**src/rtl/syn_prog_pkg.sv**
```systemverilog
package syn_prog_pkg;
  localparam int unsigned SP_REF_W   = 15;
  localparam int unsigned SP_SWL_W   = 7;
  localparam int unsigned SP_MAIN_W  = 11;
  localparam int unsigned SP_MIN_DIV = 3;

  typedef enum logic [2:0] {
    MON_OFF,
    MON_LOCK,
    MON_CLK,
    MON_FAST,
    MON_RESET
  } mon_mode_e;
endpackage

```
**src/rtl/syn_shift_in.sv**
```systemverilog
module syn_shift_in #(
  parameter int unsigned WORD_W = 22
) (
  input  logic              clk,
  input  logic              rst_n,
  input  logic              sclk_i,
  input  logic              sdata_i,
  input  logic              sle_i,
  output logic [WORD_W-1:0] word_o,
  output logic              load_o
);
  logic sclk_q;
  logic le_q;
  logic shift_en;

  assign shift_en = sclk_i & ~sclk_q & ~sle_i;
  assign load_o   = sle_i & ~le_q;

  always_ff @(posedge clk or negedge rst_n) begin
    if (!rst_n) begin
      sclk_q <= 1'b0;
      le_q   <= 1'b0;
      word_o <= '0;
    end else begin
      sclk_q <= sclk_i;
      le_q   <= sle_i;
      if (shift_en) word_o <= {word_o[WORD_W-2:0], sdata_i};
    end
  end
endmodule

```
**src/rtl/syn_chan_latch.sv**
```systemverilog
module syn_chan_latch #(
  parameter int unsigned REF_W   = 15,
  parameter int unsigned SWL_W   = 7,
  parameter int unsigned MAIN_W  = 11,
  parameter int unsigned MIN_DIV = 3,
  parameter int unsigned WORD_W  = 2 + REF_W + 5
) (
  input  logic              clk,
  input  logic              rst_n,
  input  logic              ref_ld_i,
  input  logic              div_ld_i,
  input  logic [WORD_W-1:0] word_i,
  output logic [REF_W-1:0]  ratio_o,
  output logic              invert_o,
  output logic              boost_o,
  output logic              hiz_o,
  output logic              lds_o,
  output logic              fds_o,
  output logic [SWL_W-1:0]  swallow_o,
  output logic [MAIN_W-1:0] main_o,
  output logic              mod_hi_o,
  output logic              ps_o,
  output logic              err_o
);
  localparam int unsigned RATIO_LO = 2;
  localparam int unsigned INV_BIT  = RATIO_LO + REF_W;
  localparam int unsigned BST_BIT  = INV_BIT + 1;
  localparam int unsigned ZC_BIT   = INV_BIT + 2;
  localparam int unsigned LDS_BIT  = INV_BIT + 3;
  localparam int unsigned FDS_BIT  = INV_BIT + 4;
  localparam int unsigned SWL_LO   = 2;
  localparam int unsigned MAIN_LO  = SWL_LO + SWL_W;
  localparam int unsigned MOD_BIT  = MAIN_LO + MAIN_W;
  localparam int unsigned PS_BIT   = MOD_BIT + 1;

  logic [REF_W-1:0]  new_ratio;
  logic [MAIN_W-1:0] new_main;
  logic              ratio_bad;
  logic              main_bad;
  logic              zc_q;

  assign new_ratio = word_i[RATIO_LO +: REF_W];
  assign new_main  = word_i[MAIN_LO +: MAIN_W];
  assign ratio_bad = (new_ratio < REF_W'(MIN_DIV));
  assign main_bad  = (new_main < MAIN_W'(MIN_DIV));
  assign hiz_o     = zc_q | ps_o;

  always_ff @(posedge clk or negedge rst_n) begin
    if (!rst_n) begin
      ratio_o   <= REF_W'(MIN_DIV);
      invert_o  <= 1'b0;
      boost_o   <= 1'b0;
      zc_q      <= 1'b0;
      lds_o     <= 1'b0;
      fds_o     <= 1'b0;
      swallow_o <= '0;
      main_o    <= MAIN_W'(MIN_DIV);
      mod_hi_o  <= 1'b0;
      ps_o      <= 1'b1;
      err_o     <= 1'b0;
    end else begin
      err_o <= (ref_ld_i & ratio_bad) | (div_ld_i & main_bad);
      if (ref_ld_i && !ratio_bad) begin
        ratio_o  <= new_ratio;
        invert_o <= word_i[INV_BIT];
        boost_o  <= word_i[BST_BIT];
        zc_q     <= word_i[ZC_BIT];
        lds_o    <= word_i[LDS_BIT];
        fds_o    <= word_i[FDS_BIT];
      end
      if (div_ld_i && !main_bad) begin
        swallow_o <= word_i[SWL_LO +: SWL_W];
        main_o    <= new_main;
        mod_hi_o  <= word_i[MOD_BIT];
        ps_o      <= word_i[PS_BIT];
      end
    end
  end
endmodule

```
**src/rtl/syn_mon_select.sv**
```systemverilog
module syn_mon_select
  import syn_prog_pkg::*;
(
  input  logic [1:0] lds_i,
  input  logic [1:0] fds_i,
  input  logic [1:0] lock_i,
  input  logic [1:0] fr_i,
  input  logic [1:0] fp_i,
  input  logic       boost_ch1_i,
  output logic       mon_val_o,
  output logic       mon_oe_o,
  output logic [1:0] cnt_rst_o
);
  mon_mode_e mode;
  logic      clk_ch;

  always_comb begin
    unique case (fds_i)
      2'b00:   mode = (lds_i == 2'b00) ? MON_OFF : MON_LOCK;
      2'b11:   mode = (lds_i == 2'b00) ? MON_FAST : MON_RESET;
      default: mode = MON_CLK;
    endcase
  end

  assign clk_ch = fds_i[0] ? 1'b0 : 1'b1;

  always_comb begin
    mon_val_o = 1'b0;
    mon_oe_o  = 1'b1;
    cnt_rst_o = 2'b00;
    unique case (mode)
      MON_LOCK: begin
        unique case (lds_i)
          2'b10:   mon_val_o = lock_i[1];
          2'b01:   mon_val_o = lock_i[0];
          default: mon_val_o = &lock_i;
        endcase
      end
      MON_CLK:   mon_val_o = lds_i[1] ? fp_i[clk_ch] : fr_i[clk_ch];
      MON_FAST:  mon_oe_o  = boost_ch1_i;
      MON_RESET: cnt_rst_o = lds_i;
      default:   mon_val_o = 1'b0;
    endcase
  end
endmodule

```
**src/rtl/syn_prog_if.sv**
```systemverilog
module syn_prog_if
  import syn_prog_pkg::*;
#(
  parameter int unsigned REF_W   = SP_REF_W,
  parameter int unsigned SWL_W   = SP_SWL_W,
  parameter int unsigned MAIN_W  = SP_MAIN_W,
  parameter int unsigned MIN_DIV = SP_MIN_DIV,
  parameter int unsigned NCH     = 2
) (
  input  logic                  clk,
  input  logic                  rst_n,
  input  logic                  sclk_i,
  input  logic                  sdata_i,
  input  logic                  sle_i,
  input  logic [NCH-1:0]        lock_i,
  input  logic [NCH-1:0]        fr_i,
  input  logic [NCH-1:0]        fp_i,
  output logic [NCH*REF_W-1:0]  ref_ratio_o,
  output logic [NCH-1:0]        pd_invert_o,
  output logic [NCH-1:0]        cp_boost_o,
  output logic [NCH-1:0]        cp_hiz_o,
  output logic [NCH*SWL_W-1:0]  swallow_o,
  output logic [NCH*MAIN_W-1:0] main_o,
  output logic [NCH-1:0]        modulus_hi_o,
  output logic [NCH-1:0]        pwr_save_o,
  output logic                  osc_buf_en_o,
  output logic [NCH-1:0]        cnt_rst_o,
  output logic                  mon_val_o,
  output logic                  mon_oe_o,
  output logic                  load_err_o
);
  localparam int unsigned WORD_W = 2 + REF_W + 5;

  logic [WORD_W-1:0] word;
  logic              load;
  logic [NCH-1:0]    ref_ld;
  logic [NCH-1:0]    div_ld;
  logic [NCH-1:0]    lds;
  logic [NCH-1:0]    fds;
  logic [NCH-1:0]    err;

  syn_shift_in #(.WORD_W(WORD_W)) u_shift (
    .clk     (clk),
    .rst_n   (rst_n),
    .sclk_i  (sclk_i),
    .sdata_i (sdata_i),
    .sle_i   (sle_i),
    .word_o  (word),
    .load_o  (load)
  );

  for (genvar ch = 0; ch < NCH; ch++) begin : g_chan
    localparam logic CH_CODE = (ch == 0) ? 1'b1 : 1'b0;
    assign ref_ld[ch] = load & ~word[0] & (word[1] == CH_CODE);
    assign div_ld[ch] = load &  word[0] & (word[1] == CH_CODE);

    syn_chan_latch #(
      .REF_W   (REF_W),
      .SWL_W   (SWL_W),
      .MAIN_W  (MAIN_W),
      .MIN_DIV (MIN_DIV),
      .WORD_W  (WORD_W)
    ) u_latch (
      .clk       (clk),
      .rst_n     (rst_n),
      .ref_ld_i  (ref_ld[ch]),
      .div_ld_i  (div_ld[ch]),
      .word_i    (word),
      .ratio_o   (ref_ratio_o[ch*REF_W +: REF_W]),
      .invert_o  (pd_invert_o[ch]),
      .boost_o   (cp_boost_o[ch]),
      .hiz_o     (cp_hiz_o[ch]),
      .lds_o     (lds[ch]),
      .fds_o     (fds[ch]),
      .swallow_o (swallow_o[ch*SWL_W +: SWL_W]),
      .main_o    (main_o[ch*MAIN_W +: MAIN_W]),
      .mod_hi_o  (modulus_hi_o[ch]),
      .ps_o      (pwr_save_o[ch]),
      .err_o     (err[ch])
    );
  end

  assign osc_buf_en_o = ~&pwr_save_o;
  assign load_err_o   = |err;

  syn_mon_select u_mon (
    .lds_i       (lds[1:0]),
    .fds_i       (fds[1:0]),
    .lock_i      (lock_i[1:0]),
    .fr_i        (fr_i[1:0]),
    .fp_i        (fp_i[1:0]),
    .boost_ch1_i (cp_boost_o[0]),
    .mon_val_o   (mon_val_o),
    .mon_oe_o    (mon_oe_o),
    .cnt_rst_o   (cnt_rst_o[1:0])
  );
endmodule

```
**config.mk**
```make
export PLATFORM = sky130hd
export DESIGN_NAME = syn_prog_if
export DESIGN_NICKNAME = d
export VERILOG_FILES = /design/src/rtl/syn_prog_pkg.sv /design/src/rtl/syn_shift_in.sv /design/src/rtl/syn_chan_latch.sv /design/src/rtl/syn_mon_select.sv /design/src/rtl/syn_prog_if.sv
export SDC_FILE = /design/constraint.sdc
export NUM_CORES = 1
export LEC_CHECK = 0
export ABC_AREA = 1
export BUFFER_PORTS_ARGS = -buffer_cell sky130_fd_sc_hd__buf_2
export CORE_ASPECT_RATIO = 0.5
export CORE_MARGIN = 1.5
export CORE_UTILIZATION = 51
export DETAILED_ROUTE_END_ITERATION = 8
export GPL_ROUTABILITY_DRIVEN = 0
export PLACE_DENSITY = 0.8
export SYNTH_ARGS = -nofsm -noshare
export SYNTH_HDL_FRONTEND = slang
export SYNTH_SLANG_ARGS = --single-unit
```
**constraint.sdc**
```tcl
create_clock -name clk -period 1.4 [get_ports clk]
set_clock_uncertainty 0.05 [all_clocks]
set_input_delay 0.14 -clock clk [delete_from_list [all_inputs] [get_ports clk]]
set_output_delay 0.14 -clock clk [all_outputs]
set_load 0.01 [all_outputs]
```
== Word level (Yosys, flattened, before mapping) ==
Index checks and enable logic that the tools add are counted.

* Register bits after elaboration: 106
* Latch bits: 0
* Bits in writable memories: 0
* Bits in read-only memories: 0
* Output and inout bits: 82
* Logic and storage cells: 82
* Memories kept: 0

* Add/sub/neg operators: 0
* $mul: 0
* Divide/modulo/power cells: 0
* Order comparisons: 3
* Equality and inequality tests: 7
* Shift operators: 0
* Muxes and demuxes: 13
* Bitwise logic cells: 22
* Reduce and logical (&&, ||, !) cells: 12

{| class="wikitable"
|+ Operators by type and width
! operator !! number
|-
| less-than comparator 15 x 2 -> 1 bit (second input constant) || 1
|-
| AND 1 bit || 13
|-
| less-than comparator 11 x 2 -> 1 bit (second input constant) || 1
|-
| two-way mux 1 bit || 8
|-
| == test 3 x 2 -> 1 bit (second input constant) || 2
|-
| one-hot mux 3 bit (2 select lines) || 1
|-
| NOT 1 bit || 5
|-
| == test 2 bit (second input constant) || 2
|-
| logical AND 1 bit || 4
|-
| zero test 2 bit || 2
|-
| bitwise OR 1 bit || 4
|-
| one-hot mux 1 bit (2 select lines) || 2
|-
| AND reduction 2 bit || 2
|-
| == test 3 x 1 -> 1 bit (second input constant) || 1
|-
| == test 3 bit (second input constant) || 1
|-
| zero test 1 bit || 3
|-
| two-way mux 3 bit || 1
|-
| == test 2 x 1 -> 1 bit (second input constant) || 1
|-
| less-than comparator 1 x 2 -> 1 bit (second input constant) || 1
|-
| two-way mux 2 bit || 1
|-
| OR reduction 2 bit || 1
|}

== Longest topological paths before layout ==
Gate-level depths: netlist (run 1).

* Depth after elaboration: 6
* Mapped depth: 9
* Mapped depth without buffers: 7

== By module ==
From an unflattened synthesis (run 1), not the netlist that was laid out.

* Cells, all modules: 565
* Area total of the unflattened synthesis: 4794.6 µm²

{| class="wikitable"
|+ By module, submodules not included
! module !! instances !! cells an instance !! area an instance (µm²)
|-
| syn_chan_latch || 2 || 207 || 1783.0
|-
| syn_shift_in || 1 || 102 || 964.7
|-
| syn_mon_select || 1 || 39 || 224.0
|-
| syn_prog_if || 1 || 10 || 40.0
|}

== Worst setup path after synthesis (run 1) ==
Ideal clock, no wire load.

* Path kind: reg2out
* From: reg g_chan[1].u_latch.lds_o
* To: out mon_val_o
* Arrival: 1.131 ns
* Required time: 1.210 ns
* Setup slack: 0.079 ns
* Cell stages (with the launch flop): 6
* Buffers on the path: 0
* Cell sequence: dfrtp_1 inv_1 ha_1 nand3_1 nand2_1 o21ai_0

* Cells in the longest elaborated chain, start to end: 5
* Elaborated cells between the ends (all ways): 11

{| class="wikitable"
|+ RTL lines
! what !! RTL line !! source
|-
| start: declaration || syn_chan_latch.sv:17 || <nowiki>output logic lds_o,</nowiki>
|-
| start signal: assignment || syn_chan_latch.sv:68 || <nowiki>lds_o <= word_i[LDS_BIT];</nowiki>
|-
| zero test 2 bit || syn_mon_select.sv:19, syn_mon_select.sv:20 ||
|-
| two-way mux 3 bit or two-way mux 1 bit (tied branches) || syn_mon_select.sv:20, syn_mon_select.sv:19 ||
|-
| one-hot mux 3 bit (2 select lines) || syn_mon_select.sv:18 || <nowiki>unique case (fds_i)</nowiki>
|-
| == test 3 x 2 -> 1 bit or == test 3 x 1 -> 1 bit (tied branches) || syn_mon_select.sv:31 || <nowiki>unique case (mode)</nowiki>
|-
| one-hot mux 1 bit (2 select lines) (*) || syn_mon_select.sv:31 ||
|-
| end: declaration || syn_prog_if.sv:28 || <nowiki>output logic mon_val_o,</nowiki>
|}

Mark *: on every way between the ends. The rest lies on a longest branch, timed or not.

== Final worst setup path (run 1) ==
* From: reg g_chan[0].u_latch.fds_o
* To: out mon_val_o

* Cells in the longest elaborated chain, start to end: 4
* Elaborated cells between the ends (all ways): 11

{| class="wikitable"
|+ RTL lines
! what !! RTL line !! source
|-
| start: declaration || syn_chan_latch.sv:18 || <nowiki>output logic fds_o,</nowiki>
|-
| start signal: assignment || syn_chan_latch.sv:69 || <nowiki>fds_o <= word_i[FDS_BIT];</nowiki>
|-
| == test 2 bit, or another cell as far along || syn_mon_select.sv:18 ||
|-
| one-hot mux 3 bit (2 select lines) or two-way mux 1 bit (tied branches) || syn_mon_select.sv:18, syn_mon_select.sv:39 ||
|-
| == test 3 x 2 -> 1 bit, or another cell as far along || syn_mon_select.sv:31 ||
|-
| one-hot mux 1 bit (2 select lines) (*) || syn_mon_select.sv:31 ||
|}

Mark *: on every way between the ends. The rest lies on a longest branch, timed or not. The select of a mux whose other input is x is not followed.

==> results of run 1 <==
-- power by group --
part | internal [mW] | leakage, nW | switching (mW) | total (mW)
sequential | 4.36 | 1.31 | 0.896 | 5.25
clock | 1.58 | 0.156 | 1.09 | 2.67
combinational | 2.02 | 1.89 | 2.57 | 4.59
total | 7.96 | 3.35 | 4.55 | 12.5
-- state kept, by name, indices dropped and copies added (netlist names), 2 cells and up --
name and flops:
g_chan.u_latch.err_o 2, g_chan.u_latch.boost_o 2, g_chan.u_latch.swallow_o 14, g_chan.u_latch.mod_hi_o 2, g_chan.u_latch.invert_o 2, g_chan.u_latch.lds_o 2, g_chan.u_latch.zc_q 2, g_chan.u_latch.ps_o 2
g_chan.u_latch.fds_o 2, g_chan.u_latch.main_o 22, u_shift.word_o 22, g_chan.u_latch.ratio_o 30
-- cell usage after synthesis, drive strengths merged, types with 5 or more instances --
| library cell | n | share of area |
|---|---|---|
| nand2 | 197 | 0.17 |
| dfrtp | 96 | 0.53 |
| nand3 | 90 | 0.10 |
| buf | 33 | 0.050 |
| nor2 | 25 | 0.023 |
| inv | 21 | 0.017 |
| o21ai | 14 | 0.015 |
| a21oi | 10 | 0.011 |
| dfstp | 10 | 0.058 |
| clkbuf | 6 | 0.0050 |
| ha | 5 | 0.014 |
-- worst max path at each step --
stage | startpoint | endpoint | slack (ns)
global placement | u_shift.word_o[15] | g_chan[1].u_latch.main_o[7] | 0.05
floorplan | g_chan[1].u_latch.lds_o | mon_val_o | 0.08
detailed placement | u_shift.word_o[15] | g_chan[0].u_latch.main_o[3] | -0.006
finish | g_chan[0].u_latch.fds_o | mon_val_o | -0.25
CTS | g_chan[0].u_latch.fds_o | mon_val_o | -0.22
global route | g_chan[0].u_latch.fds_o | mon_val_o | -0.36
-- layer usage --
metal / vias up / wire (um) / track usage
li1: 1884 / - / -
met1: 2079 / 5840 / 0.342
met2: 211 / 6480 / 0.407
met3: 45 / 1150 / 0.0702
met4: 0 / 407 / 0.0603
met5: - / 0 / 0
-- critical path: cells and delay by family (launching register included) --
kind	cells	cell delay [ns]
flops	1	0.39
buf+inv	4	0.45
simple gates	3	0.20
compound gates	1	0.06
-- stage by stage --
step	util	TNS, ns	instances
finish	0.730	-4.79	763
global route	0.730	-9.21	763
CTS	0.662	-0.489	750
detailed placement	0.613	-0.00954	727
global placement	0.613	0	727
floorplan	-	0	514
-- cell families after synthesis --
logic type,Yosys count,synth area share
adders and majority gates,5,0.0138
DFF,106,0.589
buffers and inverters,60,0.0721
AOI/OAI and AO/OA,24,0.0265
and+or+nand+nor,319,0.299
-- area by class of cell --
class / count / area, sq um
Sequential cell: 106 / 2670
Fill cell: 588 / 2330
Multi-Input combinational cell: 348 / 1920
Timing Repair Buffer: 155 / 1180
Clock buffer: 15 / 288
Tap cell: 117 / 146
Inverter: 21 / 78.8
Clock inverter: 1 / 30.0
-- what timing repair did --
action                                 4_1_cts  5_1_grt
pin swaps                                    4       19
setup endpoints to repair                   63       87
buffers inserted                             3        5
hold buffers                                 4        0
gates cloned                                 0        8
gates resized for setup                     16       98
endpoints found under the hold margin       27        0
==> flow_metrics.py, run 1 <==
metrics = {
    "cells_and_area": {
        "final_common_cell": "nand2_1",
        "mostFrequentLayoutCells": "152 x nand2_1, 95 x dfrtp_1, 91 x buf_2",
        "area_delta_synth_final_pct": 39.5,
        "final_area_sq_um": 6310,
        "post_route_cells_drive_above_1_share": 0.401,
        "final_nets": 657,
        "diodes": 0,
    },
    "drt": {
        "firstDrtPassIters": 6,
        "drc": 0,
        "vias_per_cell": 5.53,
        "ant_nets": 0,
        "vias": 4219,
        "totalWireLength_mm": 13.9,
        "wire_per_inst_um": 18.2,
        "drt_iter0_markers": 364,
    },
    "logic_synthesis": {
        "synth_flop_cell": "dfrtp_1",
        "avgSynthCellArea_sq_um": 8.81,
        "synth.distinct_cells": 20,
        "synth_seq_area_share": 0.589,
        "synth_cells": 514,
        "synth_edf_count": 0,
        "synth-seq-cells": 106,
        "synth-async-reset-ratio": 1.00,
        "yosys_warnings": 0,
        "synth_area_sq_um": 4530,
        "synth_fp_nets": 530,
    },
    "clock_network": {
        "cts.sinks": 106,
        "cts-buffers-inserted": 9,
        "cts-root-buf": "clkbuf_16",
        "htree_levels": 3,
        "clock_latency_ns": 0.35,
        "tritoncts": "built",
        "clkTransAtPathRegs_ns": 0.07,
        "clk_path_buf_depth": 2,
    },
    "die": {
        "fp.dieW_um": 136,
        "die_y_um": 69.6,
        "ios": 93,
        "initial_core_util": 0.523,
        "rows": 24,
        "coreArea_sq_um": 8650,
        "die-area_sq_um": 9480,
    },
    "sta": {
        "finalMaxSlewViolations": 0,
        "fin_ws_ns": -0.248,
        "holdWs_ns": 0.207,
        "rsz0062_at_grt": "true",
        "finalCriticalPeriod_ns": 1.65,
        "post-route-period-util": 1.18,
        "setup_viol": 79,
        "maxSlewHeadroom": 0.741,
        "tightest_slew_ns": 0.388,
        "max_freq_mhz": 607,
        "hold_viol": 0,
    },
    "power": {
        "power_density_nw_per_um2": 1980,
        "p_leak_nw": 3.35,
        "power.total_mw": 12.5,
        "irDropWorstVdd_mv": 1.02,
    },
    "worst_setup_path": {
        "max_stage_delay_ns": 0.39,
        "r2r_start": "u_shift.word_o[15]",
        "crit_path_max_fanout": 3,
        "cp_data_arrival_time_ns": 1.46,
        "cp-start-kind": "flip-flop",
        "cp_slowest_cell": "dfrtp_1",
        "path_class": "flip-flop to output port",
        "r2r_cells": 8,
        "worst_ep_required_time_ns": 1.21,
        "crit_path_cell_trace": "inv_2 -> buf_4 -> buf_4 -> nand2_1 -> nand3_1 -> nand3_1 -> o21ai_1 -> buf_2",
        "endpoint_kind": "output port",
        "reg2reg_to": "g_chan[1].u_latch.ratio_o[2]",
        "rrSetupSlack_ns": -0.13,
    },
    "hold_path": {
        "min_path_type": "input pin to asynchronous set/reset pin",
    },
    "global_routing": {
        "grt_overflow_total": 0,
        "antenna_found_initial": 0,
        "grt_pass1_wl_mm": 18.3,
        "grt.total_usage": 0.252,
        "grt_max_degree": 45,
        "grt_pass1_vias": 3805,
    },
    "outcome": {
        "status": "finished, violations left",
        "violations": "negative setup slack",
    },
    "placed_design": {
        "post-dp-hpwl_mm": 7.47,
        "io_buffers": 92,
        "place_ws_ns": -0.00582,
        "place_area_sq_um": 5300,
    },
    "job": {
        "cap_viol_max_count": 0,
    },
}
No activity file was read; power rests on OpenSTA's default activity.
==> inputs of run 2 (changes only) <==
--- a/constraint.sdc
+++ b/constraint.sdc
@@ -4,2 +4,2 @@
 set_output_delay 0.14 -clock clk [all_outputs]
-set_load 0.01 [all_outputs]
+set_load 0.005 [all_outputs]
==> run 2 against run 1 <==
- the flow still finishes with violations (negative setup slack)
- final area increased by 6.2%
- core utilization up 4.5 points
- register-to-register slack worse by 0.07 ns
- via count grew 6.2%
- sequential power rose by 4.2%
- power rose by 1.3%
- final cell count up 1.3%
==> flow_metrics.py, run 2 (synthesis gave the netlist of run 1 again) <==
metrics = {
    "placed_design": {
        "io_buffers": 92,
        "post-dp-hpwl_mm": 7.77,
        "place_ws_ns": 0.0105,
        "place_area_sq_um": 5330,
    },
    "clock_network": {
        "clkTransAtPathRegs_ns": 0.07,
        "clock_latency_ns": 0.36,
        "htree_levels": 3,
        "cts-root-buf": "clkbuf_16",
        "tritoncts": "built",
        "clk_path_buf_depth": 2,
        "cts-buffers-inserted": 9,
        "cts.sinks": 106,
    },
    "die": {
        "initial_core_util": 0.523,
        "fp.dieW_um": 136,
        "ios": 93,
        "rows": 24,
        "die-area_sq_um": 9480,
        "coreArea_sq_um": 8650,
        "die_y_um": 69.6,
    },
    "worst_setup_path": {
        "max_stage_delay_ns": 0.40,
        "crit_path_max_fanout": 3,
        "cp_data_arrival_time_ns": 1.45,
        "critPathTopFamily": "flip-flops",
        "path_class": "flip-flop to output port",
        "cp-start-kind": "flip-flop",
        "cp_slowest_cell": "dfrtp_1",
        "crit_buf_inv": 2,
        "worst_ep_required_time_ns": 1.21,
        "endpoint_kind": "output port",
        "crit_path_cell_trace": "inv_2 -> ha_4 -> nand3_2 -> nand2_1 -> o21ai_1 -> buf_2",
    },
    "outcome": {
        "status": "finished, violations left",
        "violations": "negative setup slack",
    },
    "global_routing": {
        "antenna_found_initial": 0,
        "grt.total_usage": 0.257,
        "grt_pass1_wl_mm": 18.7,
        "grt_overflow_total": 0,
        "grt_pass1_vias": 3789,
        "grt_max_degree": 45,
    },
    "sta": {
        "setup_tns_ns": -10.69,
        "setup_viol": 89,
        "finalMaxSlewViolations": 0,
        "hold_viol": 0,
        "finalCriticalPeriod_ns": 1.64,
        "tightest_slew_ns": 0.312,
        "fin_ws_ns": -0.243,
        "max_freq_mhz": 609,
        "post-route-period-util": 1.17,
        "rsz0062_at_grt": "true",
        "maxSlewHeadroom": 0.792,
        "holdWs_ns": 0.162,
    },
    "drt": {
        "vias": 4482,
        "vias_per_cell": 5.80,
        "totalWireLength_mm": 16.0,
        "drc": 0,
        "drt_iter0_markers": 422,
        "firstDrtPassIters": 5,
        "ant_nets": 0,
        "wire_per_inst_um": 20.7,
    },
    "cells_and_area": {
        "largestRegisters": "g_chan.u_latch.ratio_o (30), g_chan.u_latch.main_o (22), u_shift.word_o (22)",
        "seq_area_sq_um": 2670,
        "mostFrequentLayoutCells": "102 x nand2_1, 93 x dfrtp_1, 91 x buf_2",
        "utilization": 0.775,
        "final_nets": 667,
        "final_area_sq_um": 6700,
        "largest_register": "g_chan.u_latch.ratio_o",
        "final_common_cell": "nand2_1",
        "multi_input_area_sq_um": 2170,
        "diodes": 0,
        "post_route_cells_drive_above_1_share": 0.495,
        "n_fill_cell": 490,
        "area_delta_synth_final_pct": 48.1,
        "largest_register_ffs": 30,
    },
    "hold_path": {
        "min_path_type": "input pin to asynchronous set/reset pin",
    },
    "power": {
        "irDropWorstVdd_mv": 1.51,
        "power_density_nw_per_um2": 1890,
        "p_leak_nw": 3.45,
    },
    "job": {
        "cap_viol_max_count": 0,
    },
}
run 2: cell types whose count changed in the layout (fill, tap and decap cells not counted), sizes merged:
cell | previous run | this run
clkinvlp | 0 | 2
clkbuf | 21 | 20
buf | 145 | 152
bufinv | 1 | 0
clkinv | 0 | 3
run 2: per-stage QoR:
| step | cells | power, mW |
|---|---|---|
| final | 773 | 12.7 |
| after CTS | 757 | 11.2 |
| after floorplan | 514 | 6.80 |
| after global placement | 729 | 8.37 |
| after detailed placement | 729 | 8.52 |
| after global routing | 773 | 13.3 |
run 2: worst reg2reg max path: stages, from the launching register on:
cell       delay [ns]
dfrtp_1          0.40
nor2_2           0.18
nand2_1          0.12
nor2_4           0.20
nand2_8          0.14
nand2_8          0.15
clkbuf_16        0.18
nand2_4          0.06
nand2_2          0.07
run 2: worst paths after layout:
kind                                         startpoint                       endpoint  slack, ns  cells after the start
setup / recovery                g_chan[0].u_latch.lds_o                      mon_val_o      -0.24                      6
hold / removal                                    rst_n  g_chan[0].u_latch.ratio_o[13]       0.16                      2
setup reg to reg                     u_shift.word_o[15]  g_chan[0].u_latch.ratio_o[11]      -0.20                      8
hold reg to reg            g_chan[1].u_latch.ratio_o[0]   g_chan[1].u_latch.ratio_o[0]       0.41                      2
max in group asynchronous                         rst_n   g_chan[0].u_latch.ratio_o[0]       0.53                      3
min in group clk           g_chan[1].u_latch.ratio_o[0]   g_chan[1].u_latch.ratio_o[0]       0.41                      2
run 2: area by class of cell:
class,instances,share of cell area
clock buffers,11,0.0362
clock inverters,5,0.00448
inverters,21,0.0118
multi-input cells,348,0.323
flip-flops and latches,106,0.398
well taps,117,0.0218
repair buffers,165,0.205
run 2: timing repair:
item | 4_1_cts | 5_1_grt
setup buffers | 8 | 3
pin swaps | 4 | 30
resized for setup | 17 | 187
endpoints found under the setup margin | 18 | 87
hold endpoints to repair | 99 | 0
gates cloned | 0 | 13
hold buffers | 4 | 0
run 2: per-layer routing:
layer / vias to the layer above / share of wire / GRT usage
li1: 1909 / - / -
met1: 2200 / 0.40 / 0.365
met2: 312 / 0.46 / 0.400
met3: 61 / 0.10 / 0.0592
met4: 0 / 0.035 / 0.0745
met5: - / 0 / 0
run 2: power by group:
group,internal [mW],switching (mW),total [mW]
Sequential,4.36,1.10,5.47
Clock,1.25,1.15,2.40
Combinational,2.36,2.46,4.82
==> inputs of run 3 (changes only) <==
Settings changed: SETUP_SLACK_MARGIN set to 0.1, SYNTH_HIERARCHICAL set to 1.
==> run 3 against run 2 <==
- the flow finishes with violations (design-rule violations, negative setup slack)
- power shrank 23%
- critical path depth grew 2
- highest routed layer unchanged
- sequential power shrank 35%
- non-clock buffer count grew 50
==> flow_metrics.py, run 3 <==
metrics = {
    "outcome": {
        "status": "finished, violations left",
        "violations": "design-rule violations, negative setup slack",
    },
    "placed_design": {
        "post-place-cells": 799,
        "place_area_sq_um": 5730,
        "post-dp-hpwl_mm": 8.96,
        "io_buffers": 92,
    },
    "logic_synthesis": {
        "synth.distinct_cells": 21,
        "synth_flop_cell": "dfrtp_1",
        "yosysMostFrequentCell": "nand2_1",
        "avgSynthCellArea_sq_um": 8.49,
        "synth-seq-cells": 106,
        "synth_top_area_share": 0.501,
        "yosys-top-cells-count": "238 x nand2_1, 96 x dfrtp_1, 85 x nand3_1, 25 x inv_1",
        "synth_seq_area_share": 0.556,
        "yosysTopAreaCell": "dfrtp_1",
        "synth_area_sq_um": 4790,
        "synth_cells": 565,
        "synth.area.top_cells": "dfrtp_1 50%, nand2_1 19%, nand3_1 8.9%",
        "synth-async-reset-ratio": 1.00,
        "synth_edf_count": 0,
        "yosys_warnings": 6,
        "synth_fp_nets": 583,
    },
    "cells_and_area": {
        "final_cells": 887,
        "diodes": 0,
        "final_common_cell": "nand2_1",
        "final_area_sq_um": 8150,
        "largest_register": "g_chan.u_latch/ratio_o",
        "n_fill_cell": 251,
        "area_delta_synth_final_pct": 69.9,
        "final_nets": 783,
        "post_route_cells_drive_above_1_share": 0.631,
        "largestRegisters": "g_chan.u_latch/ratio_o (30), g_chan.u_latch/main_o (22), u_shift/word_o (22)",
        "largest_register_ffs": 30,
        "utilization": 0.913,
        "mostFrequentLayoutCells": "93 x nand2_1, 88 x buf_2, 85 x nand2_2",
    },
    "worst_setup_path": {
        "max_stage_delay_ns": 0.47,
        "path_class": "flip-flop to flip-flop",
        "worst_ep_required_time_ns": 1.65,
        "crit_path_max_fanout": 5,
        "crit_path_cell_trace": "nor2_2 -> nand2_1 -> nor2_4 -> nand2_4 -> buf_12 -> nand2_8 -> nand2_2 -> nand2_2",
        "crit_buf_inv": 1,
        "cp_slowest_cell": "dfrtp_2",
        "critPathTopFamily": "simple AND/OR/NAND/NOR gates",
        "cp_data_arrival_time_ns": 2.35,
        "cp-start-kind": "flip-flop",
        "endpoint_kind": "flip-flop",
        "crit_top_cell": "nand2_2",
    },
    "die": {
        "coreArea_sq_um": 8920,
        "die-area_sq_um": 10000,
        "rows": 24,
        "ios": 93,
        "fp.dieW_um": 140,
        "die_y_um": 71.6,
        "initial_core_util": 0.538,
    },
    "sta": {
        "holdWs_ns": 0.143,
        "maxSlewHeadroom": 0.696,
        "post-route-period-util": 1.50,
        "max_freq_mhz": 476,
        "hold_viol": 0,
        "finalCriticalPeriod_ns": 2.10,
        "rsz0062_at_grt": "true",
        "tightest_slew_ns": 0.456,
        "finalMaxSlewViolations": 0,
        "setup_viol": 89,
        "setup_tns_ns": -36.52,
        "fin_ws_ns": -0.703,
    },
    "power": {
        "p_switching_mw": 3.49,
        "power_density_nw_per_um2": 1200,
        "power_frac_comb": 0.346,
        "internal_power_mw": 6.26,
        "irDropWorstVdd_mv": 1.26,
        "p_leak_nw": 4.22,
        "clock_power_share": 0.290,
        "power_frac_seq": 0.364,
        "switching_share": 0.358,
    },
    "hold_path": {
        "min_path_type": "input pin to flip-flop",
    },
    "clock_network": {
        "cts.sinks": 106,
        "clk_path_buf_depth": 2,
        "clkTransAtPathRegs_ns": 0.08,
        "tritoncts": "built",
        "htree_levels": 3,
        "cts-buffers-inserted": 9,
        "clock_latency_ns": 0.38,
        "cts-root-buf": "clkbuf_16",
    },
    "drt": {
        "firstDrtPassIters": 9,
        "wire_per_inst_um": 30.4,
        "ant_nets": 0,
        "drc": 2,
        "vias_per_cell": 7.13,
        "totalWireLength_mm": 27.0,
        "drt_iter0_markers": 1364,
        "vias": 6320,
    },
    "global_routing": {
        "grt_max_degree": 80,
        "grt.total_usage": 0.428,
        "grt_overflow_total": 0,
        "grt_pass1_wl_mm": 31.5,
        "grt_pass1_vias": 5598,
        "antenna_found_initial": 0,
    },
    "job": {
        "cap_viol_max_count": 0,
    },
}
## run 3: area by class of cell
class | instances | area (sq um) | area share
clock buffers | 10 | 229 | 0.0281
clock inverters | 6 | 90.1 | 0.0111
inverters | 28 | 113 | 0.0138
multi-input cells | 405 | 3010 | 0.370
flip-flops and latches | 106 | 2680 | 0.329
well taps | 117 | 146 | 0.0180
repair buffers | 215 | 1870 | 0.230
## run 3: through the flow
step           power [mW]  setup WS (ns)
2_1_floorplan        4.27          0.108
3_3_place_gp         4.88         0.0501
3_5_place_dp         4.92        -0.0269
4_1_cts              8.79         -0.264
5_1_grt              9.88         -0.641
6_report             9.76         -0.703
## run 3: power by group through the flow
stage / logic (mW) / registers (mW) / clock network, mW
after floorplan: 0.834 / 3.44 / 0
after global placement: 1.44 / 3.45 / 0
after detailed placement: 1.47 / 3.45 / 0
after CTS: 2.66 / 3.42 / 2.71
after global routing: 3.38 / 3.54 / 2.96
final: 3.38 / 3.55 / 2.83
## run 3: worst paths after layout
| path | start | to | slack [ns] | depth (start not counted) |
|---|---|---|---|---|
| max in group asynchronous | rst_n | g_chan[1].u_latch/ratio_o[0] | 0.58 | 3 |
| min | sclk_i | u_shift/sclk_q | 0.14 | 2 |
| min reg2reg | g_chan[0].u_latch/ratio_o[10] | g_chan[0].u_latch/ratio_o[10] | 0.44 | 2 |
| max reg2reg | u_shift/word_o[15] | g_chan[0].u_latch/ratio_o[7] | -0.70 | 8 |
| max | u_shift/word_o[15] | g_chan[0].u_latch/ratio_o[7] | -0.70 | 8 |
| min in group asynchronous | rst_n | g_chan[0].u_latch/main_o[8] | 0.31 | 3 |
## run 3: metal layers
layer	wire (um)	up-vias	global-route usage
met5	0	-	0
met2	10600	839	0.650
li1	-	2217	-
met1	8860	2891	0.513
met3	4570	373	0.175
met4	2950	0	0.281
## run 3: kinds of logic (layout without fill, tap and decap cells)
kind of cell,count (synthesis),after routing,share of synthesized area
flops,106,106,0.556
simple gates,390,396,0.356
compound gates,2,2,0.00209
buf+inv,60,259,0.0673
fa+ha+maj,7,7,0.0183
## run 3: worst reg2reg max path, delay by kind of cell, from the launching register on
family	cells	cell delay (ns)
buffers and inverters	1	0.19
DFF	1	0.47
and+or+nand+nor	7	1.32
## run 3: timing repair
| item | CTS | global route |
|---|---|---|
| pin swaps | 37 | 46 |
| hold endpoints to repair | 97 | 1 |
| gates cloned | 17 | 0 |
| endpoints found under the setup margin | 88 | 90 |
| resized for setup | 154 | 214 |
| hold buffers | 2 | 1 |
| setup buffers | 40 | 15 |
